File: src/rtl/hwg_pkg.sv
package hwg_pkg;
    localparam int BYTE_W  = 8;
    localparam int ADDR_W  = 5;
    localparam int WIN_AW  = 4;
    localparam int WIN_DEP = 1 << WIN_AW;
    localparam int NUM_SUB = 5;
    localparam int IDX_W   = 3;

    localparam logic [WIN_AW-1:0] OFS_CLASS = 4'd0;
    localparam logic [WIN_AW-1:0] OFS_REV   = 4'd1;
    localparam logic [WIN_AW-1:0] OFS_STAT  = 4'd2;
    localparam logic [WIN_AW-1:0] OFS_LINE  = 4'd3;
    localparam logic [WIN_AW-1:0] OFS_INDEX = 4'd4;

    typedef enum logic {
        ST_RUN  = 1'b0,
        ST_HOLD = 1'b1
    } brst_state_e;

    // slot 0..4 -> index code 0,1,2,4,6
    function automatic logic [IDX_W-1:0] slot_code(input int s);
        return (s < 3) ? IDX_W'(s) : IDX_W'(2 * s - 2);
    endfunction
endpackage

File: src/rtl/hwg_brst_fsm.sv
module hwg_brst_fsm
    import hwg_pkg::*;
(
    input  logic clk,
    input  logic rst_n,
    input  logic ctrl_wr,
    input  logic rst_bit,
    output logic hold
);
    brst_state_e state_q, state_d;

    always_ff @(posedge clk or negedge rst_n) begin
        if (!rst_n) state_q <= ST_RUN;
        else        state_q <= state_d;
    end

    always_comb begin
        state_d = state_q;
        unique case (state_q)
            ST_RUN:  if (ctrl_wr && rst_bit)  state_d = ST_HOLD;
            ST_HOLD: if (ctrl_wr && !rst_bit) state_d = ST_RUN;
        endcase
    end

    always_comb begin
        hold = 1'b0;
        unique case (state_q)
            ST_RUN:  hold = 1'b0;
            ST_HOLD: hold = 1'b1;
        endcase
    end
endmodule

File: src/rtl/hwg_timer.sv
module hwg_timer #(
    parameter int TMR_W = 6
) (
    input  logic             clk,
    input  logic             rst_n,
    input  logic             dis,
    input  logic             clr,
    output logic [TMR_W-1:0] cnt,
    output logic             pend
);
    always_ff @(posedge clk or negedge rst_n) begin
        if (!rst_n) begin
            cnt  <= '0;
            pend <= 1'b0;
        end else if (clr) begin
            cnt  <= '0;
            pend <= 1'b0;
        end else if (!dis) begin
            cnt <= cnt + 1'b1;
            if (&cnt) pend <= 1'b1;
        end
    end
endmodule

File: src/rtl/hwg_stub_rf.sv
module hwg_stub_rf #(
    parameter int AW = 4,
    parameter int DW = 8
) (
    input  logic          clk,
    input  logic          rst_n,
    input  logic          clr,
    input  logic          we,
    input  logic [AW-1:0] addr,
    input  logic [DW-1:0] wdata,
    output logic [DW-1:0] rdata
);
    localparam int DEPTH = 1 << AW;
    logic [DW-1:0] mem [DEPTH];

    always_ff @(posedge clk or negedge rst_n) begin
        if (!rst_n) begin
            for (int i = 0; i < DEPTH; i++) mem[i] <= '0;
        end else if (clr) begin
            for (int i = 0; i < DEPTH; i++) mem[i] <= '0;
        end else if (we) begin
            mem[addr] <= wdata;
        end
    end

    assign rdata = mem[addr];
endmodule

File: src/rtl/host_win_glue.sv
module host_win_glue
    import hwg_pkg::*;
#(
    parameter int          TMR_W    = 6,
    parameter logic [7:0]  CLASS_ID = 8'hA5,
    parameter logic [7:0]  REV_ID   = 8'h03
) (
    input  logic              clk,
    input  logic              rst_n,
    input  logic [ADDR_W-1:0] bus_addr,
    input  logic              bus_wr,
    input  logic [BYTE_W-1:0] bus_wdata,
    output logic [BYTE_W-1:0] bus_rdata,
    input  logic              li_irq_n,
    input  logic              hdlc_irq_n,
    output logic              irq_n,
    output logic              sub_rst,
    output logic [3:0]        line_sel,
    output logic              serial_en
);
    logic              in_win;
    logic [WIN_AW-1:0] ofs;
    logic              wr_stat, wr_line, wr_index, win_wr;

    logic              ctrl_tst, ctrl_ena, ctrl_clr, ctrl_dis;
    logic [3:0]        line_sel_q;
    logic              serial_en_q;
    logic [IDX_W-1:0]  win_idx;

    logic [TMR_W-1:0]  tmr_cnt;
    logic              tmr_pend;

    logic [NUM_SUB-1:0] hit;
    logic [BYTE_W-1:0]  sub_rd [NUM_SUB];
    logic [BYTE_W-1:0]  win_rd;
    logic [BYTE_W-1:0]  stat_byte;

    assign in_win   = bus_addr[ADDR_W-1];
    assign ofs      = bus_addr[WIN_AW-1:0];
    assign wr_stat  = bus_wr && !in_win && (ofs == OFS_STAT);
    assign wr_line  = bus_wr && !in_win && (ofs == OFS_LINE);
    assign wr_index = bus_wr && !in_win && (ofs == OFS_INDEX);
    assign win_wr   = bus_wr && in_win && !sub_rst;

    always_ff @(posedge clk or negedge rst_n) begin
        if (!rst_n) begin
            ctrl_tst    <= 1'b0;
            ctrl_ena    <= 1'b0;
            ctrl_clr    <= 1'b0;
            ctrl_dis    <= 1'b1;
            line_sel_q  <= '0;
            serial_en_q <= 1'b0;
            win_idx     <= '0;
        end else begin
            if (wr_stat) begin
                ctrl_dis <= bus_wdata[1];
                ctrl_clr <= bus_wdata[2];
                ctrl_ena <= bus_wdata[3];
                ctrl_tst <= bus_wdata[4];
            end
            if (wr_line) begin
                line_sel_q  <= bus_wdata[3:0];
                serial_en_q <= bus_wdata[7];
            end
            if (wr_index) win_idx <= bus_wdata[IDX_W-1:0];
        end
    end

    hwg_brst_fsm u_fsm (
        .clk     (clk),
        .rst_n   (rst_n),
        .ctrl_wr (wr_stat),
        .rst_bit (bus_wdata[0]),
        .hold    (sub_rst)
    );

    hwg_timer #(.TMR_W(TMR_W)) u_tmr (
        .clk  (clk),
        .rst_n(rst_n),
        .dis  (ctrl_dis),
        .clr  (ctrl_clr),
        .cnt  (tmr_cnt),
        .pend (tmr_pend)
    );

    for (genvar g = 0; g < NUM_SUB; g++) begin : g_sub
        localparam logic [IDX_W-1:0] CODE = slot_code(g);
        assign hit[g] = (win_idx == CODE);
        hwg_stub_rf #(.AW(WIN_AW), .DW(BYTE_W)) u_rf (
            .clk  (clk),
            .rst_n(rst_n),
            .clr  (sub_rst),
            .we   (win_wr && hit[g]),
            .addr (ofs),
            .wdata(bus_wdata),
            .rdata(sub_rd[g])
        );
    end

    always_comb begin
        win_rd = '0;
        for (int g = 0; g < NUM_SUB; g++)
            if (hit[g]) win_rd = sub_rd[g];
    end

    assign stat_byte = {3'b000, ctrl_tst, 1'b0, !tmr_pend, hdlc_irq_n, li_irq_n};

    always_comb begin
        bus_rdata = '0;
        if (in_win) begin
            bus_rdata = win_rd;
        end else begin
            case (ofs)
                OFS_CLASS: bus_rdata = CLASS_ID;
                OFS_REV:   bus_rdata = REV_ID;
                OFS_STAT:  bus_rdata = stat_byte;
                OFS_LINE:  bus_rdata = {serial_en_q, 3'b000, line_sel_q};
                OFS_INDEX: bus_rdata = {{(BYTE_W-IDX_W){1'b0}}, win_idx};
                default:   bus_rdata = '0;
            endcase
        end
    end

    assign irq_n     = !(ctrl_ena && (!li_irq_n || !hdlc_irq_n || tmr_pend));
    assign line_sel  = line_sel_q;
    assign serial_en = serial_en_q;
endmodule

File: config.mk
export PLATFORM = sky130hd
export DESIGN_NAME = host_win_glue
export DESIGN_NICKNAME = d
export VERILOG_FILES = /design/src/rtl/hwg_pkg.sv /design/src/rtl/hwg_brst_fsm.sv /design/src/rtl/hwg_timer.sv /design/src/rtl/hwg_stub_rf.sv /design/src/rtl/host_win_glue.sv
export SDC_FILE = /design/constraint.sdc
export NUM_CORES = 1
export LEC_CHECK = 0
export BUFFER_PORTS_ARGS = -buffer_cell sky130_fd_sc_hd__buf_2
export CORE_ASPECT_RATIO = 0.5
export CORE_MARGIN = 5
export CORE_UTILIZATION = 50
export DETAILED_ROUTE_END_ITERATION = 8
export GPL_ROUTABILITY_DRIVEN = 0
export PLACE_DENSITY = 0.63
export SKIP_LAST_GASP = 1
export SLEW_MARGIN = 10
export SYNTH_ARGS = -nofsm -noshare
export SYNTH_HDL_FRONTEND = slang
export SYNTH_SLANG_ARGS = --single-unit
File: constraint.sdc
create_clock -name clk -period 2.55 [get_ports clk]
set_input_delay 0.255 -clock clk [delete_from_list [all_inputs] [get_ports clk]]
set_output_delay 0.255 -clock clk [all_outputs]
set_load 0.05 [all_outputs]
==> flow_metrics.py <==
metrics = {
    "cells_and_area": {
        "drive_above_1_share_pct": 21.76,
        "area_delta_synth_final_pct": 18.54,
        "seqCellArea_sq_um": 16520,
        "design_area_sq_um": 39080,
        "nFillCells": 5405,
        "final_core_util_pct": 59.97,
        "mostFrequentLayoutCells": "710 x nand2_1, 657 x dfrtp_1, 577 x a21oi_1",
        "diodes": 0,
        "multi_input_comb_area_sq_um": 15540,
        "layout_commonest_cell": "nand2_1",
        "nNetsFinal": 3577,
    },
    "logic_synthesis": {
        "synthDistinctLibCells": 66,
        "synth_ff_type": "dfrtp_1",
        "synth_seq_cells": 660,
        "syn_area_per_cell_sq_um": 9.610,
        "synth_warnings": 0,
        "postSynthCellCount": 3430,
        "synth_edf_count": 0,
        "ys_seq_area_share_pct": 50.11,
        "async_flop_share_pct": 100.0,
        "syn_area_sq_um": 32960,
        "synthesis.nets": 3449,
    },
    "placed_design": {
        "dp_hpwl_mm": 74.20,
        "portBuffers": 32,
        "place_area_sq_um": 36360,
    },
    "routing": {
        "firstDrtPassIters": 7,
        "wl_per_cell_microns": 24.82,
        "drc": 0,
        "num_vias": 28250,
        "totalWireLength_mm": 111.4,
        "drt-initial-drc-count": 3593,
        "ant_nets": 0,
        "viasPerCell": 6.296,
    },
    "sta": {
        "worstMarginPinSlew_ps": 783.2,
        "rsz0062_at_grt": "true",
        "max_freq_ghz": 0.3427,
        "skew_ps": 22.45,
        "slew_headroom_pct": 47.79,
        "final-hold-violation-count": 0,
        "whs_ps": 58.68,
        "fin_crit_sh_pct": 114.4,
        "final-max-slew-violation-count": 0,
        "finalWorstSetupSlack_ps": -368.4,
        "finalCriticalPeriod_ps": 2918,
        "setup_viol": 8,
    },
    "floorplanning": {
        "die_h_microns": 191.6,
        "num_rows": 66,
        "core_sq_um": 65160,
        "initial_core_util_pct": 50.59,
        "die_w_microns": 373.1,
        "dieArea_sq_um": 71470,
        "design.portCount": 33,
    },
    "worst_setup_path": {
        "critPathCaptureType": "primary output",
        "slowest_delay_ps": 520,
        "cp_num_cells": 7,
        "reg2reg_depth": 8,
        "crit_buf_inv": 2,
        "setup.worst_path.start_class": "flop",
        "required_ps": 2300,
        "cp_slowest_cell": "mux4_2",
        "cp_top_family": "simple AND/OR/NAND/NOR gates",
        "critical_path.cell_chain": "mux4_2, nand2_2, nand4_1, nor4_2, buf_4, nor2_4, buf_8",
        "cp_max_fo": 2,
        "crit_type": "reg -> out",
        "worstPathArrival_ps": 2660,
    },
    "global_route": {
        "grt_pass1_vias": 27870,
        "grt_max_degree": 145,
        "globalRoute.totalOverflow": 0,
        "gr-usage-all-layers_pct": 31.26,
        "grt_pass1_wl_mm": 173.8,
        "antenna_found_initial": 4,
    },
    "pwr": {
        "p_leak_nw": 17.06,
        "power.density_nw_per_um2": 634.6,
        "ir_worst_vdd_mv": 0.4735,
    },
    "clock_network": {
        "clock_sinks": 660,
        "cts_tree": "built",
        "clk_latency_ps": 650,
        "numCtsBuffers": 60,
        "clkTransAtPathRegs_ps": 60,
        "max-clock-path-buffers": 3,
        "cts-root-buf": "clkbuf_16",
        "htreeDepth": 2,
    },
    "job": {
        "cap_violations": 0,
    },
    "run_status": {
        "violations": "setup timing",
        "status": "complete, but fails checks",
    },
    "min_path": {
        "hold_path.class": "in -> async",
    },
}
-- cell usage after synthesis, drive strengths merged, types with 2 or more instances --
library cell | n | area (sq um)
buf | 124 | 700.7
a22o | 3 | 26.28
nor4 | 2 | 12.51
nand3 | 34 | 185.2
a211o | 2 | 17.52
nor2 | 176 | 1028
and2 | 3 | 18.77
o21ai | 479 | 2397
nand2 | 719 | 2704
a21boi | 2 | 15.02
nand2b | 7 | 43.79
mux2 | 20 | 225.2
clkbuf | 199 | 747.0
a22oi | 23 | 172.7
mux4 | 131 | 2950
nor3 | 9 | 45.04
a21oi | 584 | 2923
a211oi | 16 | 120.1
o221ai | 2 | 17.52
nand4 | 9 | 62.56
o22ai | 19 | 118.9
mux2i | 138 | 1381
a31oi | 7 | 43.79
xnor2 | 3 | 26.28
nor2b | 14 | 87.58
inv | 2 | 7.500
a221oi | 5 | 43.79
o211ai | 6 | 45.04
and3 | 4 | 25.02
dfrtp | 659 | 16490
a2111oi | 6 | 65.06
or2 | 2 | 15.02
or3b | 3 | 26.28
-- through the flow --
| step | setup slack (ps) | power [mW] | std cells | setup TNS (ps) |
|---|---|---|---|---|
| after floorplan | 3.491 | 13.11 | 3430 | 0 |
| after global placement | -290.8 | 14.85 | 4373 | -1463 |
| after global routing | -412.1 | 25.53 | 4487 | -5199 |
| after CTS | -380.7 | 24.70 | 4484 | -2439 |
| after detailed placement | -325.1 | 14.89 | 4373 | -1657 |
| final | -368.4 | 24.80 | 4487 | -2324 |
-- what timing repair did --
| item | CTS | global route |
|---|---|---|
| endpoints found under the setup margin | 8 | 15 |
| resized for setup | 97 | 28 |
| pin swaps | 39 | 19 |
| buffers inserted | 5 | 4 |
| hold buffers | 3 | 0 |
| hold endpoints to repair | 447 | 0 |
-- report_power, final --
part	total, mW	switching [mW]	internal, mW
Combinational	4.03	2.66	1.37
Clock	9.74	4.24	5.50
Sequential	11.0	0.257	10.8
-- registers in the layout, summed over array words and instances (netlist names), named ones only --
name,count
line_sel,4
ctrl_clr,1
g_sub.u_rf.mem,640
u_tmr.cnt,6
u_tmr.pend,1
ctrl_tst,1
win_idx,3
ctrl_dis,1
serial_en,1
ctrl_ena,1
-- layer usage --
| layer | up-vias | global-route usage (%) | share of wire, % |
|---|---|---|---|
| met4 | 2 | 8.587 | 2.6 |
| li1 | 12310 | - | - |
| met3 | 217 | 7.683 | 10 |
| met2 | 1459 | 46.49 | 44 |
| met1 | 14260 | 46.04 | 43 |
| met5 | - | 0 | 0.0090 |
-- cell families (layout without fill, tap and decap cells) --
family                     count (synthesis)  count (layout)  synth area share (%)
buffers and inverters                    325             498                 4.415
muxes                                    289             289                 13.82
and+or+nand+nor                          988             988                 13.05
xor gates and xnor gates                   4               4                0.1063
AOI/OAI and AO/OA                       1163            1163                 18.46
DFF                                      660             660                 50.11
adders and majority gates                  1               1               0.03795
-- worst paths after layout --
check	from	endpoint	slack [ps]
min in group clk	bus_wdata[3]	g_sub[0].u_rf.mem[91]	60
worst min-delay path	rst_n	g_sub[4].u_rf.mem[100]	60
worst max register to register	win_idx[0]	g_sub[3].u_rf.mem[102]	0
worst max-delay path	g_sub[1].u_rf.mem[91]	bus_rdata[3]	-370
max in group asynchronous	rst_n	g_sub[1].u_rf.mem[4]	1420
worst min register to register	g_sub[3].u_rf.mem[96]	g_sub[3].u_rf.mem[96]	520
-- worst reg2reg max path, cell delays in order, from the launching register on --
cell      delay, ps
dfrtp_1         400
buf_4           140
buf_6           110
buf_4           130
nand2b_1        210
or3_4           670
nor2_2          530
nand2_1         110
a21oi_1         170
-- final cells by class --
cell class / count / share of cell area [%]
flip-flops and latches: 660 / 42.28
multi-input cells: 2445 / 39.78
repair buffers: 389 / 9.798
clock buffers: 81 / 4.377
well taps: 884 / 2.831
clock inverters: 26 / 0.9158
inverters: 2 / 0.01921
Note: power is estimated with default switching activity, not from simulation.
